$ cat src/rtl/tdm_tx_pkg.sv
`timescale 1ns/1ps
package tdm_tx_pkg;
   typedef enum logic [1:0] {
      FMT_PULSE_LATE = 2'd0,
      FMT_PULSE      = 2'd1,
      FMT_HALF_LATE  = 2'd2,
      FMT_HALF       = 2'd3
   } tdm_fmt_e;

   function automatic logic fmt_is_pulse(input logic [1:0] f);
      return (f == FMT_PULSE_LATE) || (f == FMT_PULSE);
   endfunction

   function automatic logic fmt_is_late(input logic [1:0] f);
      return (f == FMT_PULSE_LATE) || (f == FMT_HALF_LATE);
   endfunction
endpackage

$ cat src/rtl/tdm_tx_bclkgen.sv
`timescale 1ns/1ps
module tdm_tx_bclkgen #(
   parameter int DIV_HALF = 2
) (
   input  logic clk,
   input  logic rst_n,
   output logic bclk,
   output logic fall_tick
);
   localparam int DW = (DIV_HALF > 1) ? $clog2(DIV_HALF) : 1;

   logic [DW-1:0] cnt_q;
   logic          wrap;

   assign wrap      = (cnt_q == DW'(DIV_HALF - 1));
   assign fall_tick = wrap & bclk;

   always_ff @(posedge clk) begin
      if (!rst_n) begin
         cnt_q <= '0;
         bclk  <= 1'b1;
      end else if (wrap) begin
         cnt_q <= '0;
         bclk  <= ~bclk;
      end else begin
         cnt_q <= cnt_q + DW'(1);
      end
   end
endmodule

$ cat src/rtl/tdm_tx_seq.sv
`timescale 1ns/1ps
module tdm_tx_seq
   import tdm_tx_pkg::*;
#(
   parameter int FRAME_W = 9,
   parameter int SLEN_W  = 6,
   parameter int LOC_W   = 4
) (
   input  logic               clk,
   input  logic               rst_n,
   input  logic               tick,
   input  logic [1:0]         fmt,
   input  logic [FRAME_W-1:0] frame_len,
   input  logic [SLEN_W-1:0]  slot_len,
   output logic               running,
   output logic               pos_zero,
   output logic               second_half,
   output logic               in_region,
   output logic [SLEN_W-1:0]  bis,
   output logic [LOC_W-1:0]   loc,
   output logic               frame_start
);
   logic [FRAME_W-1:0] pos_q, np, half_len, seg;
   logic               first_q, half_q, reg_q, n_half, n_reg, late, pulse;
   logic [SLEN_W-1:0]  bis_q, n_bis;
   logic [LOC_W-1:0]   loc_q, n_loc;

   always_comb begin
      pulse    = fmt_is_pulse(fmt);
      late     = fmt_is_late(fmt);
      half_len = frame_len >> 1;
      np       = (first_q || pos_q == frame_len - FRAME_W'(1)) ? '0 : pos_q + FRAME_W'(1);
      n_half   = !pulse && (np >= half_len);
      seg      = n_half ? half_len : '0;
      n_reg    = reg_q;
      n_bis    = bis_q;
      n_loc    = loc_q;
      if (np == seg + FRAME_W'(late)) begin
         n_reg = 1'b1;
         n_bis = '0;
         n_loc = '0;
      end else if (late && np == seg) begin
         n_reg = 1'b0;
      end else if (reg_q) begin
         if (bis_q == slot_len - SLEN_W'(1)) begin
            n_bis = '0;
            if (loc_q != '1) n_loc = loc_q + LOC_W'(1);
         end else begin
            n_bis = bis_q + SLEN_W'(1);
         end
      end
   end

   always_ff @(posedge clk) begin
      if (!rst_n) begin
         pos_q   <= '0;
         first_q <= 1'b1;
         half_q  <= 1'b0;
         reg_q   <= 1'b0;
         bis_q   <= '0;
         loc_q   <= '0;
      end else if (tick) begin
         pos_q   <= np;
         first_q <= 1'b0;
         half_q  <= n_half;
         reg_q   <= n_reg;
         bis_q   <= n_bis;
         loc_q   <= n_loc;
      end
   end

   assign frame_start = tick && (np == '0);
   assign running     = !first_q;
   assign pos_zero    = (pos_q == '0);
   assign second_half = half_q;
   assign in_region   = reg_q;
   assign bis         = bis_q;
   assign loc         = loc_q;
endmodule

$ cat src/rtl/tdm_tx_cfgchk.sv
`timescale 1ns/1ps
module tdm_tx_cfgchk
   import tdm_tx_pkg::*;
#(
   parameter int NUM_CH  = 8,
   parameter int SLOT_W  = 3,
   parameter int FRAME_W = 9,
   parameter int SLEN_W  = 6
) (
   input  logic                     clk,
   input  logic                     rst_n,
   input  logic [1:0]               fmt,
   input  logic [FRAME_W-1:0]       frame_len,
   input  logic [SLEN_W-1:0]        slot_len,
   input  logic [NUM_CH-1:0]        ch_en,
   input  logic [NUM_CH*SLOT_W-1:0] ch_slot,
   output logic                     err
);
   localparam int EW = FRAME_W + SLEN_W + SLOT_W + 2;

   logic          bad, pulse;
   logic [EW-1:0] lim, endp, half_e, fl_e, loc_e;

   always_comb begin
      pulse  = fmt_is_pulse(fmt);
      fl_e   = EW'(frame_len);
      half_e = EW'(frame_len >> 1);
      bad    = (slot_len == '0);
      lim    = '0;
      endp   = '0;
      loc_e  = '0;
      for (int i = 0; i < NUM_CH; i++) begin
         if (ch_en[i]) begin
            loc_e = pulse ? EW'(ch_slot[i*SLOT_W +: SLOT_W])
                          : EW'(ch_slot[i*SLOT_W +: SLOT_W] >> 1);
            lim   = pulse ? fl_e : (ch_slot[i*SLOT_W] ? fl_e - half_e : half_e);
            endp  = EW'(fmt_is_late(fmt)) + (loc_e + EW'(1)) * EW'(slot_len);
            if (endp > lim) bad = 1'b1;
            for (int j = i + 1; j < NUM_CH; j++) begin
               if (ch_en[j] && ch_slot[j*SLOT_W +: SLOT_W] == ch_slot[i*SLOT_W +: SLOT_W])
                  bad = 1'b1;
            end
         end
      end
   end

   always_ff @(posedge clk) begin
      if (!rst_n) err <= 1'b0;
      else        err <= bad;
   end
endmodule

$ cat src/rtl/tdm_slot_tx.sv
`timescale 1ns/1ps
module tdm_slot_tx
   import tdm_tx_pkg::*;
#(
   parameter int NUM_CH   = 8,
   parameter int SAMPLE_W = 24,
   parameter int FRAME_W  = 9,
   parameter int SLEN_W   = 6,
   parameter int DIV_HALF = 2,
   localparam int SLOT_W  = $clog2(NUM_CH),
   localparam int WL_W    = $clog2(SAMPLE_W + 1)
) (
   input  logic                       clk,
   input  logic                       rst_n,
   input  logic [1:0]                 cfg_fmt,
   input  logic [FRAME_W-1:0]         cfg_frame_len,
   input  logic [SLEN_W-1:0]          cfg_slot_len,
   input  logic [WL_W-1:0]            cfg_word_len,
   input  logic [NUM_CH-1:0]          cfg_ch_en,
   input  logic [NUM_CH*SLOT_W-1:0]   cfg_ch_slot,
   input  logic                       s_valid,
   output logic                       s_ready,
   input  logic [NUM_CH*SAMPLE_W-1:0] s_data,
   output logic                       bclk,
   output logic                       lrclk,
   output logic                       txd,
   output logic                       cfg_err
);
   localparam int LOC_W = SLOT_W + 1;
   localparam int IDX_W = $clog2(SAMPLE_W);

   generate
      if (NUM_CH < 2 || (NUM_CH & (NUM_CH - 1)) != 0) begin : g_bad_ch
         $error("NUM_CH must be a power of two, at least 2");
      end
      if (SAMPLE_W < 2)  begin : g_bad_w   $error("SAMPLE_W must be at least 2");  end
      if (DIV_HALF < 1)  begin : g_bad_div $error("DIV_HALF must be at least 1");  end
      if (FRAME_W < 2)   begin : g_bad_fw  $error("FRAME_W must be at least 2");   end
   endgenerate

   logic                       tick, frame_start, running, pos_zero, half, in_region;
   logic [SLEN_W-1:0]          bis;
   logic [LOC_W-1:0]           loc;
   logic [LOC_W:0]             slot_num;
   logic                       bit_ok;
   logic [IDX_W-1:0]           bidx;
   logic [NUM_CH*SAMPLE_W-1:0] hold_q, active_q;
   logic                       full_q;
   logic [NUM_CH-1:0]          ch_bit;

   tdm_tx_bclkgen #(.DIV_HALF(DIV_HALF)) u_bclk (
      .clk(clk), .rst_n(rst_n), .bclk(bclk), .fall_tick(tick)
   );

   tdm_tx_seq #(.FRAME_W(FRAME_W), .SLEN_W(SLEN_W), .LOC_W(LOC_W)) u_seq (
      .clk(clk), .rst_n(rst_n), .tick(tick), .fmt(cfg_fmt),
      .frame_len(cfg_frame_len), .slot_len(cfg_slot_len),
      .running(running), .pos_zero(pos_zero), .second_half(half),
      .in_region(in_region), .bis(bis), .loc(loc), .frame_start(frame_start)
   );

   tdm_tx_cfgchk #(.NUM_CH(NUM_CH), .SLOT_W(SLOT_W), .FRAME_W(FRAME_W), .SLEN_W(SLEN_W)) u_cfg (
      .clk(clk), .rst_n(rst_n), .fmt(cfg_fmt), .frame_len(cfg_frame_len),
      .slot_len(cfg_slot_len), .ch_en(cfg_ch_en), .ch_slot(cfg_ch_slot), .err(cfg_err)
   );

   // staging register and transmit bank
   always_ff @(posedge clk) begin
      if (!rst_n) begin
         hold_q   <= '0;
         active_q <= '0;
         full_q   <= 1'b0;
      end else begin
         if (s_valid && !full_q) begin
            hold_q <= s_data;
            full_q <= 1'b1;
         end
         if (frame_start) begin
            active_q <= full_q ? hold_q : '0;
            if (full_q) full_q <= 1'b0;
         end
      end
   end
   assign s_ready = !full_q;

   // slot number of the current bit and per-channel bit select
   always_comb begin
      slot_num = fmt_is_pulse(cfg_fmt) ? {1'b0, loc} : {loc, half};
      bit_ok   = in_region && (slot_num < (LOC_W+1)'(NUM_CH))
                 && (int'(bis) < int'(cfg_word_len)) && (int'(bis) < SAMPLE_W);
      bidx     = IDX_W'(SAMPLE_W - 1) - IDX_W'(bis);
   end

   generate
      for (genvar c = 0; c < NUM_CH; c++) begin : g_ch
         logic [SAMPLE_W-1:0] smp;
         assign smp       = active_q[c*SAMPLE_W +: SAMPLE_W];
         assign ch_bit[c] = cfg_ch_en[c]
                            && ((LOC_W+1)'(cfg_ch_slot[c*SLOT_W +: SLOT_W]) == slot_num)
                            && smp[bidx];
      end
   endgenerate

   assign txd = bit_ok && (|ch_bit);

   always_comb begin
      unique case (cfg_fmt)
         FMT_HALF:      lrclk = running && half;
         FMT_HALF_LATE: lrclk = running && !half;
         default:       lrclk = running && pos_zero;
      endcase
   end
endmodule

$ cat config.mk
export PLATFORM = sky130hd
export DESIGN_NAME = tdm_slot_tx
export DESIGN_NICKNAME = d
export VERILOG_FILES = /design/src/rtl/tdm_tx_pkg.sv /design/src/rtl/tdm_tx_bclkgen.sv /design/src/rtl/tdm_tx_seq.sv /design/src/rtl/tdm_tx_cfgchk.sv /design/src/rtl/tdm_slot_tx.sv
export SDC_FILE = /design/constraint.sdc
export NUM_CORES = 2
export LEC_CHECK = 0
export BUFFER_PORTS_ARGS = -buffer_cell sky130_fd_sc_hd__buf_4
export CAP_MARGIN = 10
export CORE_MARGIN = 2
export CORE_UTILIZATION = 40
export CTS_CLUSTER_DIAMETER = 60
export DETAILED_ROUTE_END_ITERATION = 12
export PLACE_DENSITY = 0.58
export SLEW_MARGIN = 20
export SYNTH_ARGS = -nofsm -noshare
export SYNTH_HDL_FRONTEND = slang
export SYNTH_SLANG_ARGS = --single-unit
$ cat constraint.sdc
create_clock -name clk -period 9.45 [get_ports clk]
set_input_delay 1.4175 -clock clk [delete_from_list [all_inputs] [get_ports clk]]
set_output_delay 1.4175 -clock clk [all_outputs]
set_load 0.05 [all_outputs]
==> key figures <==
Run status
  • Status: completed

Min path
  • Hold_sp: active_q[121]
  • Worst hold path class: reg2reg

Synthesis
  • EDFF count, synth: 0
  • Post-Synth XOR/XNOR Area: 6.26%
  • Post-Synth Adder-Cell Area: 17.7%
  • Synth unique cells: 76
  • Main combinational cell family by area after synthesis: simple AND/OR/NAND/NOR gates
  • Top FF cell, synth: dfxtp_1
  • Fraction of registers with async set or reset after synthesis: 0%
  • #FFs+latches synth: a little over 400
  • Post-Syn Instances: around 3,800
  • Register area share after synthesis: a little over a quarter
  • Syn Area/Cell: between 8 and 9 um^2
  • Synthesis Warnings: 0
  • Post-synthesis mux area share: under 10%
  • Synthesized net count: approximately 4,500
  • Compound-cell area share of the yosys netlist: between 10% and 20%
  • Mapped cell area: about 31,000 um^2
  • Synth Area in Simple Gates: 19.4%

Setup path
  • Worst Setup Path Type: in2reg
  • WP data required: 9900 ps
  • Worst path max stage delay: 560 ps
  • Crit path capture type: register
  • Max FO, Critical Path: 63
  • CP Launch Type: primary input
  • Worst path slowest cell: buf_4
  • CP Cell Sequence: buf_4 -> mux2i_1 -> inv_1 -> ha_1 -> xor2_1 -> nand2_1 -> fa_1 -> fa_1 -> fa_1 -> inv_1 -> ha_1 -> inv_1 -> o21ai_0 -> a21oi_1 -> o21bai_1 -> a21oi_1 -> xor2_1 -> ha_1 -> nand4_1 -> o32a_1 -> a211o_1 -> a31oi_1 -> o221ai_1 -> o41a_1
  • CP top delay family: adder cells
  • Critical R2R Launch: u_seq.pos_q[4]
  • Data arrival time of the critical path: approximately 8000 ps
  • WP buf/inv: 4
  • CP Launch Point: cfg_fmt[1]

STA
  • Least-Margin Pin Slew: between 1000 and 1500 ps
  • Final period demand of the worst path: approximately 7600 ps
  • Hold WS: 461 ps
  • Fin crit share: approximately four fifths
  • Final setup skew: 15.3 ps
  • Max-slew violation count: 0
  • Setup Viol. Count Final: 0
  • Setup TNS: 0 ps
  • Unrepaired setup endpoints after global routing: false
  • Fmax: about 130 MHz
  • Slew HR: between 20% and 30%
  • Final Hold Viols: 0

Clocking
  • CTS tree: done
  • TritonCTS Buffers: 47
  • Clk buf depth: 3
  • Clk_lat worst skew: a little under 600 ps
  • Reg clk slew, reported paths: approximately 60 ps
  • Sink Count: about 400
  • Post-CTS setup buffer count: 0
  • Post-CTS Resized: 0
  • H-Tree Depth: 2
  • Cts hold-fix bufs: 0
  • CTS Root Cell: clkbuf_16

Power and ir drop
  • Pwr/cell area: roughly 150 nW/um^2
  • Pleak: roughly 15 nW
  • Maximum VDD drop: around 0.13 mV

GRT
  • Grt total ovfl: 0
  • Initial antenna violation count: 3
  • Total GRT Usage: a little under a quarter
  • First-pass GRT wire length: about 140,000 um
  • Largest net degree at the start of global routing: roughly 190
  • Vias in the first global route: between 20,000 and 30,000

Placed design
  • Placed cells: approximately 4,800
  • Post-DP HPWL: about 62,000 um
  • Routability cong.: ~0.90
  • Port Buffers: roughly 250

Final layout
  • Final Util: around 46%
  • Sequential cell area: ~8000 um^2
  • Nets: around 4,500
  • Share of cells above drive strength 1: 11.6%
  • Most common cell after layout, fill and taps aside: nand2_1
  • Multi-input gate area: between 20,000 and 25,000 um^2
  • Most frequent cells in the layout: nand2_1 (733), dfxtp_1 (407), a21boi_0 (396)
  • Area delta synth->final: 13.1%
  • Fill cells: approximately 7,700
  • Non-filler cells, final: between 4,000 and 5,000

Route
  • Vias: 26,100
  • Drt first pass iters: 6
  • Vias per inst: between 5 and 6
  • Post-route ant nets: 0
  • Routed wire per std cell: approximately 18 um
  • Routed WL: roughly 90,000 um
  • Drt drc: 0
  • DRT iter0 DRCs: 1,782

Floorplan
  • Initial Utilization: 40.6%
  • Die Wd: approximately 280 um
  • Die height: around 280 um
  • Die area: 79,500 um^2
  • CORE AREA: ~76,000 um^2
  • Number of top-level pins: approximately 250
  • Num rows: about 100

Flow run
  • Max Cap Violations: 0
## registers in the layout (all words and copies together) (netlist names)
| signal | flops |
|---|---|
| u_cfg.err | 1 |
| u_seq.loc | 4 |
| u_seq.in_region | 1 |
| active_q | 192 |
| u_seq.bis | 6 |
| u_seq.second_half | 1 |
| u_bclk.cnt_q | 1 |
| u_seq.first_q | 1 |
| u_seq.pos_q | 9 |
| hold_q | 192 |
| u_bclk.bclk | 1 |
| full_q | 1 |
## logic make-up after synthesis
| family | Yosys count |
|---|---|
| AO/OA/AOI/OAI | 806 |
| AND/OR/NAND/NOR | 1346 |
| multiplexers | 101 |
| XOR/XNOR | 221 |
| adder cells (fa/ha/maj) | 394 |
| flip-flops | 410 |
| buffers and inverters | 533 |
## worst reg2reg max path, cell delays in order (launching register included)
cell and delay, ps:
dfxtp_1 520, xor2_1 280, xnor2_1 160, a31oi_1 100, nor2_1 580, a21oi_2 330, nand2_1 230, inv_1 110
ha_1 300, nand4_1 110, nor3_1 230, o22a_1 430, o21ai_2 220, nor2_1 130, ha_1 210, ha_1 360
nand2_1 160, or2_2 310, o211a_1 210, o211a_1 250, nor4_4 320, nand3_4 190, o31ai_4 400, o21ai_1 120
## report_power, final
group | internal, mW | switching (mW)
clock network | 1.09 | 0.754
registers | 1.79 | 0.0412
logic | 0.615 | 0.846
total | 3.49 | 1.64
## synthesized netlist by cell type, drive strengths merged, types with 73 or more instances
cell type | number | share of area [%]
a21boi | 396 | 9.6
a21oi | 180 | 2.9
and2 | 94 | 1.9
clkbuf | 245 | 3.0
dfxtp | 410 | 27
fa | 73 | 4.7
ha | 321 | 13
inv | 251 | 3.0
nand2 | 735 | 8.9
nand3 | 236 | 3.9
nor2 | 132 | 1.6
xnor2 | 158 | 4.5
## final timing paths
path	cells after the start	end	slack [ps]
max	24	u_cfg.err	1850
min	2	active_q[121]	460
max reg2reg	23	u_seq.loc[1]	3070
min reg2reg	2	active_q[121]	460
## area by class of cell
class | instances | area share (%)
flip-flops and latches | 410 | 23.5
inverters | 253 | 2.72
clock inverters | 14 | 0.462
repair buffers | 288 | 6.28
well taps | 1030 | 3.69
clock buffers | 70 | 4.01
multi-input cells | 2868 | 59.3
diodes | 1 | 0.00716
## through the flow
step / instance area [um^2] / setup WS [ps] / total power [mW]
after global routing: 35000 / 1330 / 5.45
after detailed placement: 33400 / 1270 / 3.32
after floorplan: 30900 / 1260 / 2.90
final: 35000 / 1850 / 5.13
after CTS: 35000 / 1850 / 5.18
after global placement: 33400 / 1340 / 3.31
## per-layer routing
metal / track usage [%] / wire (um) / vias to the layer above
li1: - / - / 13000
met1: 30.3 / 41300 / 12400
met2: 37.6 / 42100 / 578
met3: 3.30 / 4770 / 143
met4: 6.23 / 2320 / 6
met5: 0 / 37 / -
Power figures use the tool's default switching activity.
